==> src/rtl/adc_autoseq_pkg.sv <==
package adc_autoseq_pkg;
  typedef enum logic {SEQ_A = 1'b0, SEQ_B = 1'b1} seq_id_e;
  localparam int unsigned N_SEQ = 2;
endpackage

==> src/rtl/adc_autoseq_seq.sv <==
module adc_autoseq_seq #(
  parameter int unsigned SW = 4
) (
  input  logic          clk,
  input  logic          rst,
  input  logic [SW-1:0] init_slot,
  input  logic [SW-1:0] end_slot,
  input  logic [SW-1:0] cnt_field,
  input  logic          cont,
  input  logic          wrap_end,
  input  logic          start,
  input  logic          clr,
  input  logic          adv,
  output logic          busy,
  output logic [SW-1:0] ptr,
  output logic          eos
);
  localparam int unsigned NW = SW + 1;

  logic          pend;
  logic [NW-1:0] left;
  logic [NW-1:0] reload;
  logic [SW-1:0] ptr_nxt;

  assign reload  = {1'b0, cnt_field} + NW'(1);
  assign ptr_nxt = (ptr == end_slot) ? init_slot : ptr + SW'(1);

  always_ff @(posedge clk) begin
    if (rst || clr) begin
      ptr  <= init_slot;
      busy <= 1'b0;
      pend <= 1'b0;
      left <= '0;
      eos  <= 1'b0;
    end else begin
      eos <= 1'b0;
      if (!busy) begin
        if (start || pend) begin
          busy <= 1'b1;
          left <= reload;
          pend <= 1'b0;
        end
      end else begin
        if (start) pend <= 1'b1;
        if (adv) begin
          if (left == NW'(1)) begin
            eos <= 1'b1;
            if (cont) begin
              left <= reload;
              ptr  <= wrap_end ? ptr_nxt : init_slot;
            end else if (pend || start) begin
              left <= reload;
              pend <= 1'b0;
              ptr  <= ptr_nxt;
            end else begin
              busy <= 1'b0;
              ptr  <= ptr_nxt;
            end
          end else begin
            left <= left - NW'(1);
            ptr  <= ptr_nxt;
          end
        end
      end
    end
  end


  clr_init_chk: assert property (@(posedge clk) disable iff (rst)
    clr |=> (ptr == $past(init_slot)));


  eos_pulse_chk: assert property (@(posedge clk) disable iff (rst)
    eos |=> !eos);


  hold_chk: assert property (@(posedge clk) disable iff (rst)
    (!busy && !clr) |=> $stable(ptr));


  ptr_range_chk: assert property (@(posedge clk) disable iff (rst)
    (ptr >= init_slot) && (ptr <= end_slot));
endmodule

==> src/rtl/adc_autoseq_engine.sv <==
module adc_autoseq_engine
  import adc_autoseq_pkg::*;
#(
  parameter int unsigned NSLOT = 16,
  parameter int unsigned CW    = 4,
  parameter int unsigned DW    = 12,
  parameter int unsigned RW    = 16,
  parameter int unsigned SW    = $clog2(NSLOT)
) (
  input  logic              clk,
  input  logic              rst,
  input  logic [N_SEQ-1:0]  req,
  input  logic [N_SEQ-1:0]  clr,
  input  logic [SW-1:0]     ptr_a,
  input  logic [SW-1:0]     ptr_b,
  input  logic [NSLOT*CW-1:0] chan_tbl,
  input  logic              conv_done,
  input  logic [DW-1:0]     conv_data,
  output logic              conv_start,
  output logic [CW-1:0]     conv_chan,
  output logic [N_SEQ-1:0]  adv,
  output logic              we,
  output logic [SW-1:0]     waddr,
  output logic [RW-1:0]     wdata
);
  localparam int unsigned PADW = RW - DW;

  logic          inflight;
  seq_id_e       owner;
  logic [SW-1:0] slot;
  logic          drop;
  logic          clr_own;

  assign clr_own = (owner == SEQ_A) ? clr[0] : clr[1];

  always_comb begin
    adv = '0;
    if (inflight && conv_done && !drop)
      adv[owner] = 1'b1;
  end

  always_ff @(posedge clk) begin
    if (rst) begin
      inflight   <= 1'b0;
      owner      <= SEQ_A;
      slot       <= '0;
      drop       <= 1'b0;
      conv_start <= 1'b0;
      conv_chan  <= '0;
      we         <= 1'b0;
      waddr      <= '0;
      wdata      <= '0;
    end else begin
      conv_start <= 1'b0;
      we         <= 1'b0;
      if (!inflight) begin
        if (req[0]) begin
          inflight   <= 1'b1;
          owner      <= SEQ_A;
          slot       <= ptr_a;
          conv_chan  <= chan_tbl[ptr_a*CW +: CW];
          conv_start <= 1'b1;
          drop       <= clr[0];
        end else if (req[1]) begin
          inflight   <= 1'b1;
          owner      <= SEQ_B;
          slot       <= ptr_b;
          conv_chan  <= chan_tbl[ptr_b*CW +: CW];
          conv_start <= 1'b1;
          drop       <= clr[1];
        end
      end else begin
        drop <= drop | clr_own;
        if (conv_done) begin
          inflight <= 1'b0;
          we       <= 1'b1;
          waddr    <= slot;
          wdata    <= {conv_data, {PADW{1'b0}}};
        end
      end
    end
  end


  one_flight_chk: assert property (@(posedge clk) disable iff (rst)
    (inflight && !conv_done) |=> !conv_start);


  prio_chk: assert property (@(posedge clk) disable iff (rst)
    (!inflight && req[0] && req[1]) |=> (conv_start && owner == SEQ_A));
endmodule

==> src/rtl/adc_autoseq_ram.sv <==
module adc_autoseq_ram #(
  parameter int unsigned DEPTH = 16,
  parameter int unsigned RW    = 16,
  parameter int unsigned PADW  = 4,
  parameter int unsigned AW    = $clog2(DEPTH)
) (
  input  logic          clk,
  input  logic          rst,
  input  logic          we,
  input  logic [AW-1:0] waddr,
  input  logic [RW-1:0] wdata,
  input  logic [AW-1:0] raddr,
  output logic [RW-1:0] rdata
);
  logic [RW-1:0] mem [DEPTH];

  always_ff @(posedge clk) begin
    if (we) mem[waddr] <= wdata;
    rdata <= mem[raddr];
  end


  wr_format_chk: assert property (@(posedge clk) disable iff (rst)
    we |-> (wdata[PADW-1:0] == '0));
endmodule

==> src/rtl/adc_autoseq.sv <==
module adc_autoseq
  import adc_autoseq_pkg::*;
#(
  parameter int unsigned NSLOT = 16,
  parameter int unsigned CW    = 4,
  parameter int unsigned DW    = 12,
  parameter int unsigned RW    = 16,
  parameter int unsigned SW    = $clog2(NSLOT)
) (
  input  logic                clk,
  input  logic                rst,
  input  logic                cascade_i,
  input  logic [NSLOT*CW-1:0] chan_tbl_i,
  input  logic [SW-1:0]       cnt_a_i,
  input  logic [SW-2:0]       cnt_b_i,
  input  logic                cont_a_i,
  input  logic                cont_b_i,
  input  logic                wrap_end_a_i,
  input  logic                wrap_end_b_i,
  input  logic                start_a_i,
  input  logic                start_b_i,
  input  logic                clr_a_i,
  input  logic                clr_b_i,
  output logic                conv_start_o,
  output logic [CW-1:0]       conv_chan_o,
  input  logic                conv_done_i,
  input  logic [DW-1:0]       conv_data_i,
  input  logic [SW-1:0]       rd_addr_i,
  output logic [RW-1:0]       rd_data_o,
  output logic                eos_a_o,
  output logic                eos_b_o,
  output logic [SW-1:0]       ptr_a_o,
  output logic [SW-1:0]       ptr_b_o
);
  localparam logic [SW-1:0] HALF = SW'(NSLOT / 2);
  localparam logic [SW-1:0] LAST = SW'(NSLOT - 1);

  logic [SW-1:0]    init_s [N_SEQ];
  logic [SW-1:0]    end_s  [N_SEQ];
  logic [SW-1:0]    cnt_s  [N_SEQ];
  logic [SW-1:0]    ptr_s  [N_SEQ];
  logic [N_SEQ-1:0] cont_s, wrap_s, start_s, clr_s, adv_s, busy_s, eos_s, req_s;

  logic          we;
  logic [SW-1:0] waddr;
  logic [RW-1:0] wdata;

  assign init_s[0]  = '0;
  assign end_s[0]   = cascade_i ? LAST : HALF - SW'(1);
  assign cnt_s[0]   = cascade_i ? cnt_a_i : {1'b0, cnt_a_i[SW-2:0]};
  assign cont_s[0]  = cont_a_i;
  assign wrap_s[0]  = wrap_end_a_i;
  assign start_s[0] = start_a_i;
  assign clr_s[0]   = clr_a_i;

  assign init_s[1]  = HALF;
  assign end_s[1]   = LAST;
  assign cnt_s[1]   = {1'b0, cnt_b_i};
  assign cont_s[1]  = cont_b_i;
  assign wrap_s[1]  = wrap_end_b_i;
  assign start_s[1] = start_b_i & ~cascade_i;
  assign clr_s[1]   = clr_b_i | cascade_i;

  for (genvar g = 0; g < N_SEQ; g++) begin : g_seq
    adc_autoseq_seq #(.SW(SW)) seq_i (
      .clk      (clk),
      .rst      (rst),
      .init_slot(init_s[g]),
      .end_slot (end_s[g]),
      .cnt_field(cnt_s[g]),
      .cont     (cont_s[g]),
      .wrap_end (wrap_s[g]),
      .start    (start_s[g]),
      .clr      (clr_s[g]),
      .adv      (adv_s[g]),
      .busy     (busy_s[g]),
      .ptr      (ptr_s[g]),
      .eos      (eos_s[g])
    );
  end

  assign req_s = busy_s & ~clr_s;

  adc_autoseq_engine #(.NSLOT(NSLOT), .CW(CW), .DW(DW), .RW(RW), .SW(SW)) eng_i (
    .clk       (clk),
    .rst       (rst),
    .req       (req_s),
    .clr       (clr_s),
    .ptr_a     (ptr_s[0]),
    .ptr_b     (ptr_s[1]),
    .chan_tbl  (chan_tbl_i),
    .conv_done (conv_done_i),
    .conv_data (conv_data_i),
    .conv_start(conv_start_o),
    .conv_chan (conv_chan_o),
    .adv       (adv_s),
    .we        (we),
    .waddr     (waddr),
    .wdata     (wdata)
  );

  adc_autoseq_ram #(.DEPTH(NSLOT), .RW(RW), .PADW(RW - DW), .AW(SW)) ram_i (
    .clk  (clk),
    .rst  (rst),
    .we   (we),
    .waddr(waddr),
    .wdata(wdata),
    .raddr(rd_addr_i),
    .rdata(rd_data_o)
  );

  assign eos_a_o = eos_s[0];
  assign eos_b_o = eos_s[1];
  assign ptr_a_o = ptr_s[0];
  assign ptr_b_o = ptr_s[1];


  park_b_chk: assert property (@(posedge clk) disable iff (rst)
    cascade_i |=> (ptr_b_o == HALF));
endmodule

==> config.mk <==
export PLATFORM = sky130hd
export DESIGN_NAME = adc_autoseq
export DESIGN_NICKNAME = d
export VERILOG_FILES = /design/src/rtl/adc_autoseq_pkg.sv /design/src/rtl/adc_autoseq_seq.sv /design/src/rtl/adc_autoseq_engine.sv /design/src/rtl/adc_autoseq_ram.sv /design/src/rtl/adc_autoseq.sv
export SDC_FILE = /design/constraint.sdc
export NUM_CORES = 1
export LEC_CHECK = 0
export BUFFER_PORTS_ARGS = -buffer_cell sky130_fd_sc_hd__buf_2
export CAP_MARGIN = 10
export CORE_MARGIN = 1
export CORE_UTILIZATION = 40
export CTS_CLUSTER_DIAMETER = 120
export CTS_CLUSTER_SIZE = 12
export DETAILED_ROUTE_END_ITERATION = 8
export HOLD_SLACK_MARGIN = 0.12
export PLACE_DENSITY = 0.61
export SKIP_LAST_GASP = 1
export SYNTH_ARGS = -nofsm -noshare
export SYNTH_HDL_FRONTEND = slang
export SYNTH_SLANG_ARGS = --single-unit
==> constraint.sdc <==
create_clock -name clk -period 2.21 [get_ports clk]
set_input_delay 0.5525 -clock clk [delete_from_list [all_inputs] [get_ports clk]]
set_output_delay 0.5525 -clock clk [all_outputs]
set_load 0.01 [all_outputs]
==> results by group, run 1 <==
Power and ir drop
  • Worst vdd ir: 0.000577 V
  • PwrDens: 739 nW/um^2
  • Pleak: 0.00438 uW
  • Cell Int Power: 7610 uW
  • Logic pwr share: 0.057
  • Flop pwr share: 0.541
  • NetSw: 2040 uW
  • Sw Share: 0.212
  • Clock Power Share: 0.402

Placed design
  • Placed Cells: 1192
  • Port bufs: 125
  • Final GP Congestion: 0.893
  • Detailed Place HPWL: 17000 um

Yosys
  • Synth top area cells: edfxtp_1, mux4_2, dfxtp_1, a211oi_1, nor2_1
  • Yosys top cell area share: 0.523
  • Fraction of the mapped netlist area in compound gates: 0.105
  • Post-Synth Adder-Cell Area: 0.00909
  • Synth Area in XOR/XNOR: 0.00318
  • Mapped Area: 11000 um^2
  • Distinct cells, synth: 72
  • Ys async rst share: 0
  • Synth area leader: edfxtp_1
  • Mux share of post-synthesis cell area: 0.131
  • YS warnings: 0
  • Cell count after synthesis: 722
  • Register bit total from synthesis: 257
  • Syn Area/Cell: 15.3 um^2
  • Ys flop type: edfxtp_1
  • Synth Area in Simple Gates: 0.0735
  • Sequential element share of the synthesized area: 0.642
  • Post-synth EDFFs: 192
  • Main combinational cell family by area after synthesis: multiplexers

Floorplan
  • Die width: 168 um
  • IO Count: 130
  • Initial core utilization: 0.409
  • Die height: 168 um
  • Core area: 27000 um^2
  • Die ar.: 28200 um^2
  • Cell Rows: 60

Critical path
  • CP required: 1.66 ns
  • CP max-delay cell: dfxtp_1
  • Crit-path max FO: 29
  • Flop2flop setup slack: 0.20 ns
  • Crit. End Element: primary output
  • Critical R2R Launch: g_seq[0].seq_i.left[1]
  • CP Launch Type: flip-flop
  • Crit-path cells: buf_4 > buf_2
  • Start point of the critical path: g_seq[1].seq_i.ptr[0]
  • Crit-path max cell delay: 0.42 ns
  • Critical path buffer and inverter count: 2
  • Top cell family by delay on the critical path: buffers and inverters
  • Data arrival time of the critical path: 1.46 ns
  • R2R depth: 7
  • Crit Path Category: flip-flop to primary output
  • Worst r2r dst: g_seq[0].seq_i.left[1]

Detailed routing
  • DR pass1 iterations: 5
  • Wirelength per Cell: 20.8 um
  • Routed wire length: 25700 um
  • Vias post-DR: 6882
  • DRT antenna net count: 0
  • 1st-iter DRT viols: 577
  • Number of vias per cell: 5.55
  • Drt drc: 0

CTS
  • Clk slew on worst S/H paths: 0.06 ns
  • Clock latency on the worst-skew pair: 0.53 ns
  • CTS sink cnt: 257
  • Post-CTS setup buffers: 0
  • Num CTS Buffers: 25
  • # resized after CTS: 0
  • Max clock buf depth: 3
  • Hold_buf cts: 0
  • H-tree depth: 1
  • CTS tree: yes
  • CTS root buf: clkbuf_16

STA
  • Fin. Hold Viols: 0
  • Number of setup violations in the final report: 0
  • Peak Freq: 0.496 GHz
  • Worst Skew: 0.0108 ns
  • Max Slew Vio Count: 0
  • Setup_tns: 0 ns
  • RSZ-0062 raised after global routing: false
  • Period minus WS final: 2.01 ns
  • Period utilisation layout: 0.911
  • Worst Max-Slew Pin Slew: 0.622 ns
  • Slew HR: 0.585

Finish
  • Share of layout cells above drive strength 1: 0.319
  • Layout Nets: 985
  • Finished Layout Cells: 1240
  • Final-layout fill cell count: 2363
  • P&R area growth vs syn: 18.5%

Global routing
  • Initial antenna violation count: 6
  • Largest net degree at the start of global routing: 34
  • Grt total ovfl: 0
  • Gr usage total: 0.184
  • Vias in the first global route: 6852
  • First-pass GRT wire length: 39600 um

Run
  • Max-cap violations: 0

Hold path
  • Hold endpoint: eng_i.wdata[12]
  • Hold Path Stages: 2
  • Hold Path Class: input port to flip-flop
  • Hold path startpoint: conv_data_i[8]

Run status
  • Status: complete, no violations
-- cell families (layout without fill, tap and decap cells) --
kind of cell,count (synthesis),after routing
buffers and inverters,82,254
multiplexers,69,69
XOR/XNOR,4,4
flip-flops,257,257
AND/OR/NAND/NOR,150,150
adder cells (fa/ha/maj),8,8
other,1,6
AO/OA/AOI/OAI,151,151
-- registers in the layout, indices dropped and copies added, names as in the netlist --
signal            count
ram_i.mem           192
eng_i.wdata          12
ram_i.rdata          12
g_seq.seq_i.left     10
g_seq.seq_i.ptr       8
eng_i.conv_chan       4
eng_i.slot            4
eng_i.waddr           4
g_seq.seq_i.busy      2
g_seq.seq_i.eos       2
g_seq.seq_i.pend      2
eng_i.conv_start      1
eng_i.drop            1
eng_i.inflight        1
eng_i.owner           1
eng_i.we              1
-- area by class of cell --
type	count	area, um^2	area share
Sequential cell	257	7070	0.542
Timing Repair Buffer	172	1110	0.0848
Clock buffer	44	697	0.0534
Tap cell	341	427	0.0327
Antenna cell	2	5.00	0.000384
Inverter	36	135	0.0104
Clock inverter	2	28.8	0.00221
Multi-Input combinational cell	386	3580	0.275
-- worst register-to-register path: stages (launching register included) --
cell and delay [ns]:
dfxtp_1 0.31, inv_1 0.10, ha_1 0.22, or4b_1 0.62, o31ai_4 0.34, nand3_1 0.11
o221ai_1 0.08, nor2b_1 0.15
-- stage by stage --
step,utilization,setup WS [ns],hold WS (ns),area (um^2),total power (uW)
3_3_place_gp,0.457,0.0749,0.451,12300,5880
5_1_grt,0.484,0.0198,0.216,13000,9970
3_5_place_dp,0.457,0.0183,0.456,12300,5870
2_1_floorplan,-,0.105,0.442,11000,5640
6_report,0.484,0.196,0.229,13000,9650
4_1_cts,0.484,0.154,0.217,13000,9740
-- cell usage in the layout (no fill, tap or decap), drive strengths merged, types with 16 or more instances in the layout --
| cell type | n |
|---|---|
| clkbuf | 44 |
| nand2 | 30 |
| a211oi | 57 |
| a22o | 16 |
| edfxtp | 192 |
| nor2 | 42 |
| buf | 172 |
| a21oi | 24 |
| dfxtp | 65 |
| inv | 38 |
| mux4 | 60 |
-- synth_stat cells (3+ instances only) --
master and number:
dfxtp_1 65, o21ai_0 9, nand2b_1 5, buf_2 12, a21oi_1 23, a31oi_1 3
nand3_1 14, clkbuf_1 20, buf_6 7, a22oi_1 3, nor3_1 14, ha_1 8
edfxtp_1 192, mux2i_1 7, inv_1 35, o211ai_1 5, a311oi_1 3, buf_4 4
or3b_2 3, nor2b_1 5, or2_2 3, a22o_1 16, o21ai_1 3, nor4_1 4
nor2_1 42, a2111oi_2 4, o221a_1 4, nand2_1 30, a211oi_1 57, nand4b_1 3
nand3b_1 6, mux4_2 60
-- metal layers --
layer	wire [um]	part of all wire	global-route usage	vias up
li1	-	-	-	3192
met1	11300	0.44	0.252	3351
met2	11900	0.46	0.297	273
met3	1750	0.068	0.0374	58
met4	708	0.028	0.0558	8
met5	49	0.0019	0	-
-- power by group through the flow --
| stage | registers [uW] | clock network [uW] | logic, uW |
|---|---|---|---|
| 5_1_grt | 5220 | 4150 | 596 |
| 3_3_place_gp | 5320 | 0 | 555 |
| 4_1_cts | 5220 | 3970 | 553 |
| 2_1_floorplan | 5320 | 0 | 324 |
| 3_5_place_dp | 5320 | 0 | 552 |
| 6_report | 5220 | 3880 | 546 |
-- worst max-delay path by stage --
stage	slack [ns]	to	cells past startpoint
floorplan	0.11	ram_i.rdata[10]	4
global placement	0.07	eng_i.conv_chan[2]	7
detailed placement	0.02	eng_i.conv_chan[3]	7
CTS	0.15	g_seq[0].seq_i.ptr[3]	7
global route	0.02	g_seq[0].seq_i.ptr[3]	7
finish	0.20	ptr_b_o[0]	2
Note: power is estimated with default switching activity, not from simulation.
==> run 2: changes to the inputs <==
--- a/config.mk
+++ b/config.mk
@@ -7,13 +7,15 @@
 export LEC_CHECK = 0
 export BUFFER_PORTS_ARGS = -buffer_cell sky130_fd_sc_hd__buf_2
 export CAP_MARGIN = 10
+export CELL_PAD_IN_SITES_DETAIL_PLACEMENT = 0
+export CELL_PAD_IN_SITES_GLOBAL_PLACEMENT = 1
 export CORE_MARGIN = 1
 export CORE_UTILIZATION = 40
 export CTS_CLUSTER_DIAMETER = 120
 export CTS_CLUSTER_SIZE = 12
 export DETAILED_ROUTE_END_ITERATION = 8
 export HOLD_SLACK_MARGIN = 0.12
-export PLACE_DENSITY = 0.61
+export PLACE_DENSITY = 0.7
 export SKIP_LAST_GASP = 1
 export SYNTH_ARGS = -nofsm -noshare
 export SYNTH_HDL_FRONTEND = slang
==> run 2 against run 1 <==
  * Count of clock-buffer cells in the layout unchanged
  * Die area stayed put
  * Highest routed layer unchanged
  * Sequential share of layout area up 0.16 points
  * Clock power fell by 2%
  * Hold slack improved by 0.015 ns
  * Register-to-register slack is essentially flat
  * Clock skew up 0.00061 ns
  * Power decreased by 0.70%
  * Worst setup slack got worse by 0.0045 ns
  * Critical path type is now flip-flop to flip-flop
==> results by group, run 2 (synthesized netlist as in run 1, its figures left out) <==
STA
  • Period utilisation layout: 0.913
  • Fin. Hold Viols: 0
  • Worst Max-Slew Pin Slew: 0.789 ns
  • RSZ-0062 raised after global routing: false
  • Worst Skew: 0.0114 ns
  • Number of setup violations in the final report: 0
  • Period minus WS final: 2.02 ns
  • Slew HR: 0.471
  • Peak Freq: 0.495 GHz
  • Max Slew Vio Count: 0
  • Final hold slack: 0.244 ns

Critical path
  • Critical R2R Launch: g_seq[0].seq_i.left[1]
  • Worst setup path endpoint: g_seq[0].seq_i.ptr[3]
  • R2R depth: 7
  • Worst r2r dst: g_seq[0].seq_i.ptr[3]
  • Crit-path max FO: 5
  • Crit Path Category: flip-flop to flip-flop
  • Start point of the critical path: g_seq[0].seq_i.left[1]
  • CP required: 2.59 ns
  • CP Launch Type: flip-flop
  • Data arrival time of the critical path: 2.40 ns
  • Flop2flop setup slack: 0.19 ns
  • Crit. End Element: flip-flop

Power and ir drop
  • Worst vdd ir: 0.000492 V
  • Pleak: 0.00437 uW
  • PwrDens: 736 nW/um^2

Detailed routing
  • 1st-iter DRT viols: 397
  • DR pass1 iterations: 4
  • Wirelength per Cell: 20.4 um
  • Drt drc: 0
  • DRT antenna net count: 0
  • Vias post-DR: 6906
  • Routed wire length: 25300 um
  • Number of vias per cell: 5.56

Global routing
  • Largest net degree at the start of global routing: 34
  • Grt total ovfl: 0
  • Gr usage total: 0.183
  • Vias in the first global route: 6888
  • Initial antenna violation count: 5
  • First-pass GRT wire length: 39400 um

CTS
  • Post-CTS setup buffers: 0
  • # resized after CTS: 0
  • Max clock buf depth: 3
  • Num CTS Buffers: 25
  • CTS sink cnt: 257
  • Clk slew on worst S/H paths: 0.06 ns
  • H-tree depth: 1
  • Hold_buf cts: 0
  • CTS tree: yes
  • CTS root buf: clkbuf_16
  • Clock latency on the worst-skew pair: 0.52 ns

Finish
  • Top flop regs: ram_i.mem: 192 flops, eng_i.wdata: 12 flops, ram_i.rdata: 12 flops
  • Area of the multi-input gates: 3580 um^2
  • Fin area: 13000 um^2
  • Most common cell after layout, fill and taps aside: edfxtp_1
  • Final-layout fill cell count: 2326
  • P&R area growth vs syn: 18.1%
  • Share of layout cells above drive strength 1: 0.322
  • Layout Nets: 989
  • FF+latch area: 7070 um^2
  • Reg with most FFs: ram_i.mem
  • Finished Layout Cells: 1242
  • Commonest cells after routing, fill and taps aside: edfxtp_1, buf_2, dfxtp_1
  • Max FFs per register: 192
  • ANT cells: 0

Floorplan
  • Core area: 27000 um^2
  • IO Count: 130
  • Die height: 168 um
  • Cell Rows: 60
  • Die width: 168 um
  • Die ar.: 28200 um^2
  • Initial core utilization: 0.409

Run
  • Max-cap violations: 0

Placed design
  • Final GP Congestion: 0.882
  • Port bufs: 125
  • Placed Cells: 1196
  • Detailed Place HPWL: 17200 um
  • Placed cell areas: 12300 um^2

Hold path
  • Hold Path Class: input port to flip-flop

Run status
  • Status: complete, no violations
-- run 2: final cells by class --
type | count | share of cell area
well taps | 341 | 0.0328
clock buffers | 44 | 0.0536
flip-flops and latches | 257 | 0.543
clock inverters | 2 | 0.00135
repair buffers | 176 | 0.0835
inverters | 36 | 0.0104
multi-input cells | 386 | 0.275
-- run 2: worst min path at each step --
stage | startpoint | end | slack, ns | depth (start not counted)
after floorplan | eng_i.slot[0] | eng_i.waddr[0] | 0.44 | 1
after global placement | eng_i.slot[1] | eng_i.waddr[1] | 0.45 | 1
after detailed placement | eng_i.slot[3] | eng_i.waddr[3] | 0.45 | 1
after CTS | conv_data_i[1] | eng_i.wdata[5] | 0.22 | 2
after global routing | conv_data_i[8] | eng_i.wdata[12] | 0.23 | 2
final | conv_data_i[1] | eng_i.wdata[5] | 0.24 | 2
-- run 2: metal layers --
layer,global-route usage,share of wire
met4,0.0499,0.022
met1,0.250,0.44
met5,0,0.0021
met3,0.0331,0.066
met2,0.299,0.47
-- run 2: worst max-delay path, stage by stage (launching register included) --
cell      delay [ns]
dfxtp_1         0.31
inv_1           0.09
ha_1            0.21
or4b_1          0.50
nor3b_1         0.37
nor2_1          0.17
a31oi_1         0.17
a311oi_1        0.06
-- run 2: power by group --
part,internal (uW),total (uW),switching (uW)
Sequential,5180,5210,35.2
Combinational,280,550,270
Clock,2130,3820,1680
-- run 2: per-stage QoR --
stage | worst slack [ns] | setup TNS (ns) | total power [uW] | utilization
2_1_floorplan | 0.105 | 0 | 5640 | -
3_3_place_gp | -0.0533 | -0.197 | 5880 | 0.456
3_5_place_dp | -0.103 | -0.296 | 5870 | 0.456
4_1_cts | 0.181 | 0 | 9710 | 0.483
5_1_grt | 0.0384 | 0 | 9910 | 0.483
6_report | 0.191 | 0 | 9580 | 0.483
